**config.mk**
```make
export PLATFORM = sky130hd
export DESIGN_NAME = rnd_cdiv
export DESIGN_NICKNAME = d
export VERILOG_FILES = /design/src/rtl/rcd_pkg.sv /design/src/rtl/rcd_cmul.sv /design/src/rtl/rcd_fix.sv /design/src/rtl/rnd_cdiv.sv
export SDC_FILE = /design/constraint.sdc
export NUM_CORES = 1
export LEC_CHECK = 0
export BUFFER_PORTS_ARGS = -buffer_cell sky130_fd_sc_hd__buf_2
export CAP_MARGIN = 20
export CORE_MARGIN = 3
export CORE_UTILIZATION = 50
export CTS_CLUSTER_DIAMETER = 100
export DETAILED_ROUTE_END_ITERATION = 8
export PLACE_DENSITY = 0.66
export SETUP_SLACK_MARGIN = 0.3
export SYNTH_ARGS = -nofsm -noshare
export SYNTH_HDL_FRONTEND = slang
export SYNTH_SLANG_ARGS = --single-unit
```
**constraint.sdc**
```tcl
create_clock -name clk -period 21.9 [get_ports clk]
set_input_delay 4.38 -clock clk [delete_from_list [all_inputs] [get_ports clk]]
set_output_delay 4.38 -clock clk [all_outputs]
set_load 0.01 [all_outputs]
```
**src/rtl/rcd_pkg.sv**
```systemverilog
package rcd_pkg;

   // number of supported denominators and the largest of them
   localparam int NDEN    = 5;
   localparam int DEN_MAX = 9;

   // supported denominator for a given table slot
   function automatic int unsigned den_of(input int i);
      case (i)
         0:       return 3;
         1:       return 5;
         2:       return 6;
         3:       return 7;
         default: return 9;
      endcase
   endfunction

   // scaled reciprocal, always rounded down so the estimate never overshoots
   function automatic int unsigned recip(input int unsigned d, input int s);
      return (32'd1 << s) / d;
   endfunction

endpackage

```
**src/rtl/rcd_cmul.sv**
```systemverilog
module rcd_cmul #(
   parameter int          IN_W  = 13,
   parameter int          OUT_W = 28,
   parameter int unsigned K     = 3
) (
   input  logic [IN_W-1:0]  a,
   output logic [OUT_W-1:0] y
);
   localparam logic [31:0] KB = 32'(K);
   localparam int          KW = $clog2(K + 1);

   if (K == 0) begin : g_bad_k
      $error("rcd_cmul: constant must be non-zero");
   end
   if (OUT_W < IN_W + KW) begin : g_bad_w
      $error("rcd_cmul: output too narrow for product");
   end

   // one shifted copy of the operand per set bit of the constant
   always_comb begin
      y = '0;
      for (int b = 0; b < KW; b++) begin
         if (KB[b]) y = y + (OUT_W'(a) << b);
      end
   end
endmodule

```
**src/rtl/rcd_fix.sv**
```systemverilog
module rcd_fix #(
   parameter int QW = 13,
   parameter int RW = 5
) (
   input  logic          clk,
   input  logic          rst,
   input  logic          chk_en,
   input  logic [QW-1:0] q_in,
   input  logic [RW-1:0] r_in,
   input  logic [RW-1:0] d_in,
   output logic [QW-1:0] q_out,
   output logic [RW-1:0] r_out
);
   // estimate is at most one low, so one conditional subtract suffices
   always_comb begin
      if (r_in >= d_in) begin
         q_out = q_in + QW'(1);
         r_out = r_in - d_in;
      end else begin
         q_out = q_in;
         r_out = r_in;
      end
   end


   fix_rem_chk: assert property (@(posedge clk) disable iff (rst)
      chk_en |-> (r_out < d_in));


   fix_in_window_chk: assert property (@(posedge clk) disable iff (rst)
      chk_en |-> ({1'b0, r_in} < {d_in, 1'b0}));
endmodule

```
**src/rtl/rnd_cdiv.sv**
```systemverilog
module rnd_cdiv #(
   parameter int NUM_W = 13,
   parameter int SEL_W = 4
) (
   input  logic             clk,
   input  logic             rst,
   input  logic             in_vld,
   input  logic [NUM_W-1:0] in_num,
   input  logic [SEL_W-1:0] in_den,
   output logic             out_vld,
   output logic [NUM_W-1:0] out_quo
);
   import rcd_pkg::*;

   localparam int RS    = NUM_W + 2;              // reciprocal scale
   localparam int PW    = NUM_W + RS;             // estimate product width
   localparam int DW    = NUM_W + 4;              // d*q width
   localparam int RW    = $clog2(2 * DEN_MAX);    // remainder width
   localparam int IW    = $clog2(NDEN);           // table index width
   localparam int LAT   = 7;
   localparam int AGE_W = $clog2(LAT + 1);
   localparam int MAXQ  = ((2 ** NUM_W - 1) * 2 + 3) / 6;

   if (SEL_W < $clog2(DEN_MAX + 1)) begin : g_bad_sel
      $error("rnd_cdiv: select too narrow for largest denominator");
   end
   if (NUM_W < 4 || NUM_W > 20) begin : g_bad_num
      $error("rnd_cdiv: numerator width out of range");
   end

   // ---------------- stage 1: capture ----------------
   logic             s1_vld;
   logic [NUM_W-1:0] s1_n;
   logic [SEL_W-1:0] s1_sel;

   always_ff @(posedge clk) begin
      if (rst) s1_vld <= 1'b0;
      else     s1_vld <= in_vld;
      s1_n   <= in_num;
      s1_sel <= in_den;
   end

   // ---------------- stage 2: select decode ----------------
   logic [NDEN-1:0] hit;
   logic [IW-1:0]   idx1;

   for (genvar i = 0; i < NDEN; i++) begin : g_hit
      assign hit[i] = (s1_sel == SEL_W'(den_of(i)));
   end

   always_comb begin
      idx1 = '0;
      for (int i = 0; i < NDEN; i++) begin
         if (hit[i]) idx1 = IW'(i);
      end
   end

   logic             s2_vld, s2_ok;
   logic [NUM_W-1:0] s2_n;
   logic [IW-1:0]    s2_idx;

   always_ff @(posedge clk) begin
      if (rst) s2_vld <= 1'b0;
      else     s2_vld <= s1_vld;
      s2_ok  <= |hit;
      s2_n   <= s1_n;
      s2_idx <= idx1;
   end

   // ---------------- stage 3: reciprocal estimate ----------------
   logic [PW-1:0] prod [NDEN];

   for (genvar i = 0; i < NDEN; i++) begin : g_est
      rcd_cmul #(.IN_W(NUM_W), .OUT_W(PW), .K(recip(den_of(i), RS))) u_est (
         .a (s2_n),
         .y (prod[i])
      );
   end

   logic [PW-1:0] prod_sel;
   assign prod_sel = s2_ok ? prod[s2_idx] : '0;

   logic             s3_vld, s3_ok;
   logic [NUM_W-1:0] s3_n, s3_q;
   logic [IW-1:0]    s3_idx;

   always_ff @(posedge clk) begin
      if (rst) s3_vld <= 1'b0;
      else     s3_vld <= s2_vld;
      s3_ok  <= s2_ok;
      s3_n   <= s2_n;
      s3_idx <= s2_idx;
      s3_q   <= NUM_W'(prod_sel >> RS);
   end

   // ---------------- stage 4: d * estimate by shift-add ----------------
   logic [DW-1:0] dq [NDEN];

   for (genvar i = 0; i < NDEN; i++) begin : g_back
      rcd_cmul #(.IN_W(NUM_W), .OUT_W(DW), .K(den_of(i))) u_back (
         .a (s3_q),
         .y (dq[i])
      );
   end

   logic             s4_vld, s4_ok;
   logic [NUM_W-1:0] s4_n, s4_q;
   logic [IW-1:0]    s4_idx;
   logic [DW-1:0]    s4_dq;

   always_ff @(posedge clk) begin
      if (rst) s4_vld <= 1'b0;
      else     s4_vld <= s3_vld;
      s4_ok  <= s3_ok;
      s4_n   <= s3_n;
      s4_q   <= s3_q;
      s4_idx <= s3_idx;
      s4_dq  <= dq[s3_idx];
   end

   // ---------------- stage 5: remainder ----------------
   logic [DW-1:0] diff4;
   logic [RW-1:0] d4;
   assign diff4 = DW'(s4_n) - s4_dq;
   assign d4    = RW'(den_of(int'(s4_idx)));


   est_window_chk: assert property (@(posedge clk) disable iff (rst)
      (s4_vld && s4_ok) |-> (diff4 < DW'(2 * d4)));

   logic             s5_vld, s5_ok;
   logic [NUM_W-1:0] s5_q;
   logic [RW-1:0]    s5_r;
   logic [IW-1:0]    s5_idx;

   always_ff @(posedge clk) begin
      if (rst) s5_vld <= 1'b0;
      else     s5_vld <= s4_vld;
      s5_ok  <= s4_ok;
      s5_q   <= s4_q;
      s5_r   <= RW'(diff4);
      s5_idx <= s4_idx;
   end

   // ---------------- stage 6: correction ----------------
   logic [RW-1:0]    d5, fx_r;
   logic [NUM_W-1:0] fx_q;
   assign d5 = RW'(den_of(int'(s5_idx)));

   rcd_fix #(.QW(NUM_W), .RW(RW)) u_fix (
      .clk    (clk),
      .rst    (rst),
      .chk_en (s5_vld && s5_ok),
      .q_in   (s5_q),
      .r_in   (s5_r),
      .d_in   (d5),
      .q_out  (fx_q),
      .r_out  (fx_r)
   );

   logic             s6_vld, s6_ok;
   logic [NUM_W-1:0] s6_q;
   logic [RW-1:0]    s6_r;
   logic [IW-1:0]    s6_idx;

   always_ff @(posedge clk) begin
      if (rst) s6_vld <= 1'b0;
      else     s6_vld <= s5_vld;
      s6_ok  <= s5_ok;
      s6_q   <= fx_q;
      s6_r   <= fx_r;
      s6_idx <= s5_idx;
   end

   // ---------------- stage 7: round to nearest ----------------
   logic [RW-1:0] d6;
   logic          rnd_up;
   assign d6     = RW'(den_of(int'(s6_idx)));
   assign rnd_up = ({s6_r, 1'b0} >= {1'b0, d6});

   always_ff @(posedge clk) begin
      if (rst) begin
         out_vld <= 1'b0;
         out_quo <= '0;
      end else begin
         out_vld <= s6_vld;
         out_quo <= (s6_vld && s6_ok) ? s6_q + NUM_W'(rnd_up) : '0;
      end
   end

   // ---------------- latency checker ----------------
   logic [AGE_W-1:0] age;
   always_ff @(posedge clk) begin
      if (rst)                    age <= '0;
      else if (age != AGE_W'(LAT)) age <= age + AGE_W'(1);
   end


   latency_chk: assert property (@(posedge clk) disable iff (rst)
      (age == AGE_W'(LAT)) |-> (out_vld == $past(in_vld, 7)));


   quo_range_chk: assert property (@(posedge clk) disable iff (rst)
      out_vld |-> (out_quo <= NUM_W'(MAXQ)));


   idle_zero_chk: assert property (@(posedge clk) disable iff (rst)
      !out_vld |-> (out_quo == '0));
endmodule

```
Word-level counts from Yosys, hierarchy flattened --
Cells that the tools add are included.
Word-level totals: register bits 147, input bits 20, logic and storage cells 101
Operators by class: add/subtract/negate cells 35, order comparisons 4, equality and inequality tests 11, multiplexer cells 13, bitwise operators 3, reduce and logical (&&, ||, !) cells 5
Operator list (count):
- $add 28x24->28 | 3
- $bmux 28 s3 | 1
- $add 28x21->28 | 2
- $add 28x23->28 | 2
- $add 28x25->28 | 2
- $mux 28 | 2
- $bmux 17 s3 | 1
- $add 16x17->18 | 2
- $add 13x16->17 | 2
- $add 13x15->16 | 2
- $pmux 4 s4 | 2
- $add 28x22->28 | 1
- $add 28x26->28 | 1
- $add 23x25->26 | 1
- $add 19x22->23 | 1
- $add 20x22->23 | 1
- $add 18x20->21 | 1
- $add 19x20->21 | 1
- $add 17x19->20 | 1
- $add 18x19->20 | 1
- $add 17x18->19 | 1
- $add 18x18->19 | 1
- $add 17x17->18 | 1
- $add 14x16->17 | 1
- other kinds (25) | 37

Logic depth before layout (Yosys ltp) --
depth after elaboration 9, depth in mapped cells 34, gate-level depth less buffers 34

Hierarchy --
Synthesis repeated with hierarchy kept, for this count alone.
Second synthesis, totals: cell total of the unflattened synthesis 2048, area total of the unflattened synthesis 18823.1 um^2
By module, submodules not included:
- rnd_cdiv | instances 1, cells each 310, area each 4252.8 um^2
- rcd_cmul (g_est[2].u_est) | instances 1, cells each 277, area each 2433.6 um^2
- rcd_cmul (g_est[0].u_est) | instances 1, cells each 282, area each 2418.6 um^2
- rcd_cmul (g_est[1].u_est) | instances 1, cells each 246, area each 2233.4 um^2
- rcd_cmul (g_est[4].u_est) | instances 1, cells each 217, area each 1841.8 um^2
- rcd_cmul (g_est[3].u_est) | instances 1, cells each 207, area each 1686.6 um^2
- rcd_cmul (g_back[0].u_back ...) | instances 2, cells each 80, area each 621.8 um^2
- rcd_cmul (g_back[3].u_back) | instances 1, cells each 103, area each 940.9 um^2
- rcd_cmul (g_back[1].u_back) | instances 1, cells each 87, area each 623.1 um^2
- rcd_cmul (g_back[4].u_back) | instances 1, cells each 83, area each 609.3 um^2
- rcd_fix | instances 1, cells each 76, area each 539.3 um^2

Worst setup path after synthesis --
No wires, ideal clock.
kind register -> register, from register s2_n[3], to register s3_q[9], data arrival time 7664 ps, required time 21824 ps, setup slack 14159 ps, stages on the path, launching flop included 32, path buffers 0, path through dfxtp_1 > inv_1 > nor2_1 > fa_1 > a21o_1 > a21oi_1 > o21ai_0 > a21oi_1 > o21bai_1 > a21oi_1 > o21ai_0 > xnor2_1 > fa_1 > inv_1 > ha_1 > o41ai_2 > o21bai_1 > a211oi_1 > nor2_1 > fa_1 > inv_1 > fa_1 > inv_1 > ha_1 > and2_0 > a22oi_1 > a21oi_2 > o311a_1 > o21a_1 > or4b_1 > and3_1 > o22ai_1
Between the ends: word-level cells in the longest chain between the ends 9, elaborated cells between the ends (all ways) 29
Ends and longest elaborated chain:
- from (decl) | line rnd_cdiv.sv:59 | logic [NUM_W-1:0] s2_n;
- from (signal assigned) | line rnd_cdiv.sv:66 | s2_n <= s1_n;
- $add 14x16->17, or another cell as far along | line rcd_cmul.sv:23 | if (KB[b]) y = y + (OUT_W'(a) << b);
- $add 17x18->19, or another cell as far along | line rcd_cmul.sv:23
- $add 19x20->21, or another cell as far along | line rcd_cmul.sv:23
- $add 28x22->28 or $add 28x21->28 (tied branches) | line rcd_cmul.sv:23
- $add 28x24->28 or $add 28x23->28 (tied branches) | line rcd_cmul.sv:23
- $add 28x26->28 or $add 28x25->28 (tied branches) | line rcd_cmul.sv:23
- $bmux 28 s3 * | line rnd_cdiv.sv:81 | assign prod_sel = s2_ok ? prod[s2_idx] : '0;
- $mux 28 (not written as such) * (2 in a row) | line rnd_cdiv.sv:81
- to (signal assigned) | line rnd_cdiv.sv:93 | s3_q <= NUM_W'(prod_sel >> RS);
- to (decl) | line rnd_cdiv.sv:84 | logic [NUM_W-1:0] s3_n, s3_q;
Every way passes the cells marked *; elsewhere a longest branch is shown, timed or not. The select of a mux whose other input is x is not followed. A chain may end at the register's enable or synchronous reset.

Final worst setup path --
Ends and elaborated chain as after synthesis.

==> results.cfg <==
[worst_hold_path]
hp-class = reg -> reg
worstHoldStart = s4_q[2]

[detailed_routing]
firstDrtPassIters = 6
drt_wl_total_mm = 26.3
num_vias = 8519
wl_per_cell_um = 16.8
drtIter0Drc = 475
vias_per_cell = 5.45
drc = 0
drtAntennaViolNets = 0

[critical_path]
critical_path.top_delay_family = compound AO/OA/AOI/OAI gates
ff2ff_setup_slack_ps = 13230
path_buf_inv = 5
cp_data_required_time_ps = 22240
cp-startpoint = s2_n[3]
path_max_fanout = 14
r2r-start = s2_n[3]
end_kind = flop
worstPathArrival_ps = 9010
crit_type = reg -> reg
slowest_stage = inv_1
cpPeakStageDelay_ps = 620
critPathLaunchType = flop

[die]
coreArea_um2 = 22800
die_w_um = 159
die_h_um = 159
io_pins = 34
start_util_pct = 51.3
die_area_um2 = 25200
num_rows = 55

[final_layout]
final_cell_area_um2 = 12900
nFillCells = 2003
final_net_count = 1543
drive_above_1_share_pct = 7.99
multi_input_area_um2 = 8110
areaGrowthSynthToFinish_pct = 10.5
regArea_um2 = 2880
diodes = 0
final_util_pct = 56.7

[yosys]
ys.flop_type = dfxtp_1
synth_edf_count = 0
synth-seq-cells = 144
yosysTopAreaCellShare_pct = 24.7
synth_cell_types = 68
yosysWarnings = 0
syn_inst = 1182
synth-seq-area-share_pct = 24.7
synth_top_cell_by_area = dfxtp_1
async_reset_ff_share_pct = 0
syn-num-nets = 1487
syn-cell-area_um2 = 11700
synth_area_per_cell_um2 = 9.89
ys_top_cells_by_area = dfxtp_1 (25%), fa_1 (20%), ha_1 (18%), inv_1 (5.6%), xnor2_1 (4.6%)
yosysMostFrequentCell = inv_1
synthTopCellsByCount = inv_1 (173), ha_1 (168), dfxtp_1 (144)

[pwr]
power.leakage_nw = 6.11
p_total_mw = 1.70
ir_drop_mv = 0.0716
p_per_area_nw_per_um2 = 132

[sta]
hold_viol_final = 0
finalSetupViolCount = 0
timing.fmax_mhz = 115
skew_ps = 13.1
post-route-period-util_pct = 39.6
max_slew_margin_pct = 34.0
slew_violations = 0
tns_ps = 0
tightest_slew_ps = 988
min_period_ps = 8670
grt_setup_unrepaired = false

[clock_network]
cts_hold_buffers = 0
cts_buffers = 17
cts.sinks = 144
cts_setup_buffers = 0
cts-resized-gates = 0
tritoncts = built
insertion_delay_ps = 430
clock_path_buffers = 2
clk_root_buffer_cell = clkbuf_16
clkTransAtPathRegs_ps = 70
htreeDepth = 4

[placement]
place_congestion = 1.03
dpl_cell_area_um2 = 12300
dp_hpwl_mm = 20.5
port_buffers = 33

[global_route]
grt.total_usage_pct = 21.7
grt_pass1_wl_mm = 44.0
grt_pass1_vias = 8644
grt_remaining_overflow = 0
grt_antenna_before_repair = 0
grt_max_degree = 26

[flow_run]
maxCapViolCount = 0

[status]
outcome = complete, no violations
-- power by group --
group / switching, mW / internal (mW) / leakage, nW / total, mW
logic: 0.618 / 0.453 / 4.62 / 1.07
registers: 0.0286 / 0.307 / 1.19 / 0.336
clock network: 0.141 / 0.156 / 0.298 / 0.297
-- layout make-up --
type,instances,share of cell area [%]
tap,313,3.03
inverter,174,5.06
clock buffer,17,3.30
timing repair buffer,46,2.04
multi-input combinational,855,62.8
clock inverter,15,1.42
sequential,144,22.3
-- stage by stage --
step	setup WS [ps]	hold WS, ps	cells
6_report	13230	323	1564
3_5_place_dp	13280	312	1532
5_1_grt	12650	330	1564
3_3_place_gp	13410	310	1532
4_1_cts	13230	325	1564
2_1_floorplan	14160	310	1182
-- worst register-to-register path, delay by kind of cell, from the launching register on --
family	cells	cell delay [ps]
flops	1	300
compound gates	16	3450
simple gates	5	1070
xor+xnor	1	310
buf+inv	5	1000
fa+ha+maj	6	2450
-- registers in the layout (all words and copies together), names as in the netlist, 4 cells and up --
name / flops
out_quo: 13
s1_sel: 4
s6_r: 5
s3_q: 12
s4_dq: 5
s6_q: 13
s5_r: 5
s2_n: 13
s1_n: 13
s5_q: 12
s4_q: 12
s3_n: 5
s4_n: 5
-- routing by layer --
layer	routed length [um]	part of all wire [%]	global-route usage [%]	up-vias
li1	-	-	-	4126
met1	11700	44	28.8	4147
met2	12800	49	36.9	206
met3	1240	4.7	3.52	40
met4	550	2.1	6.05	0
met5	0	0	0	-
-- kinds of logic (layout without fill, tap and decap cells) --
family,count (synthesis),after routing,share of synthesized area (%)
muxes,8,8,0.921
buffers and inverters,183,252,5.93
adders and majority gates,285,285,38.0
xor gates and xnor gates,102,102,7.65
and+or+nand+nor,240,240,10.4
DFF,144,144,24.7
AOI/OAI and AO/OA,220,220,12.4
-- cell usage in the layout, fill, tap and decap left out, types with 28 or more instances in the layout --
| cell type | instances |
|---|---|
| dfxtp_1 | 144 |
| xor2_1 | 40 |
| nand3_1 | 28 |
| nand2_1 | 42 |
| inv_1 | 173 |
| a21oi_1 | 52 |
| buf_2 | 33 |
| o21ai_0 | 46 |
| ha_1 | 168 |
| nor2_1 | 67 |
| fa_1 | 117 |
| xnor2_1 | 62 |
-- worst paths after layout --
check	endpoint	cells past startpoint
hold / removal	s5_q[2]	0
setup / recovery	s3_q[9]	33
hold reg to reg	s5_q[2]	0
setup reg to reg	s3_q[9]	33
(Power assumes the default switching activity.)
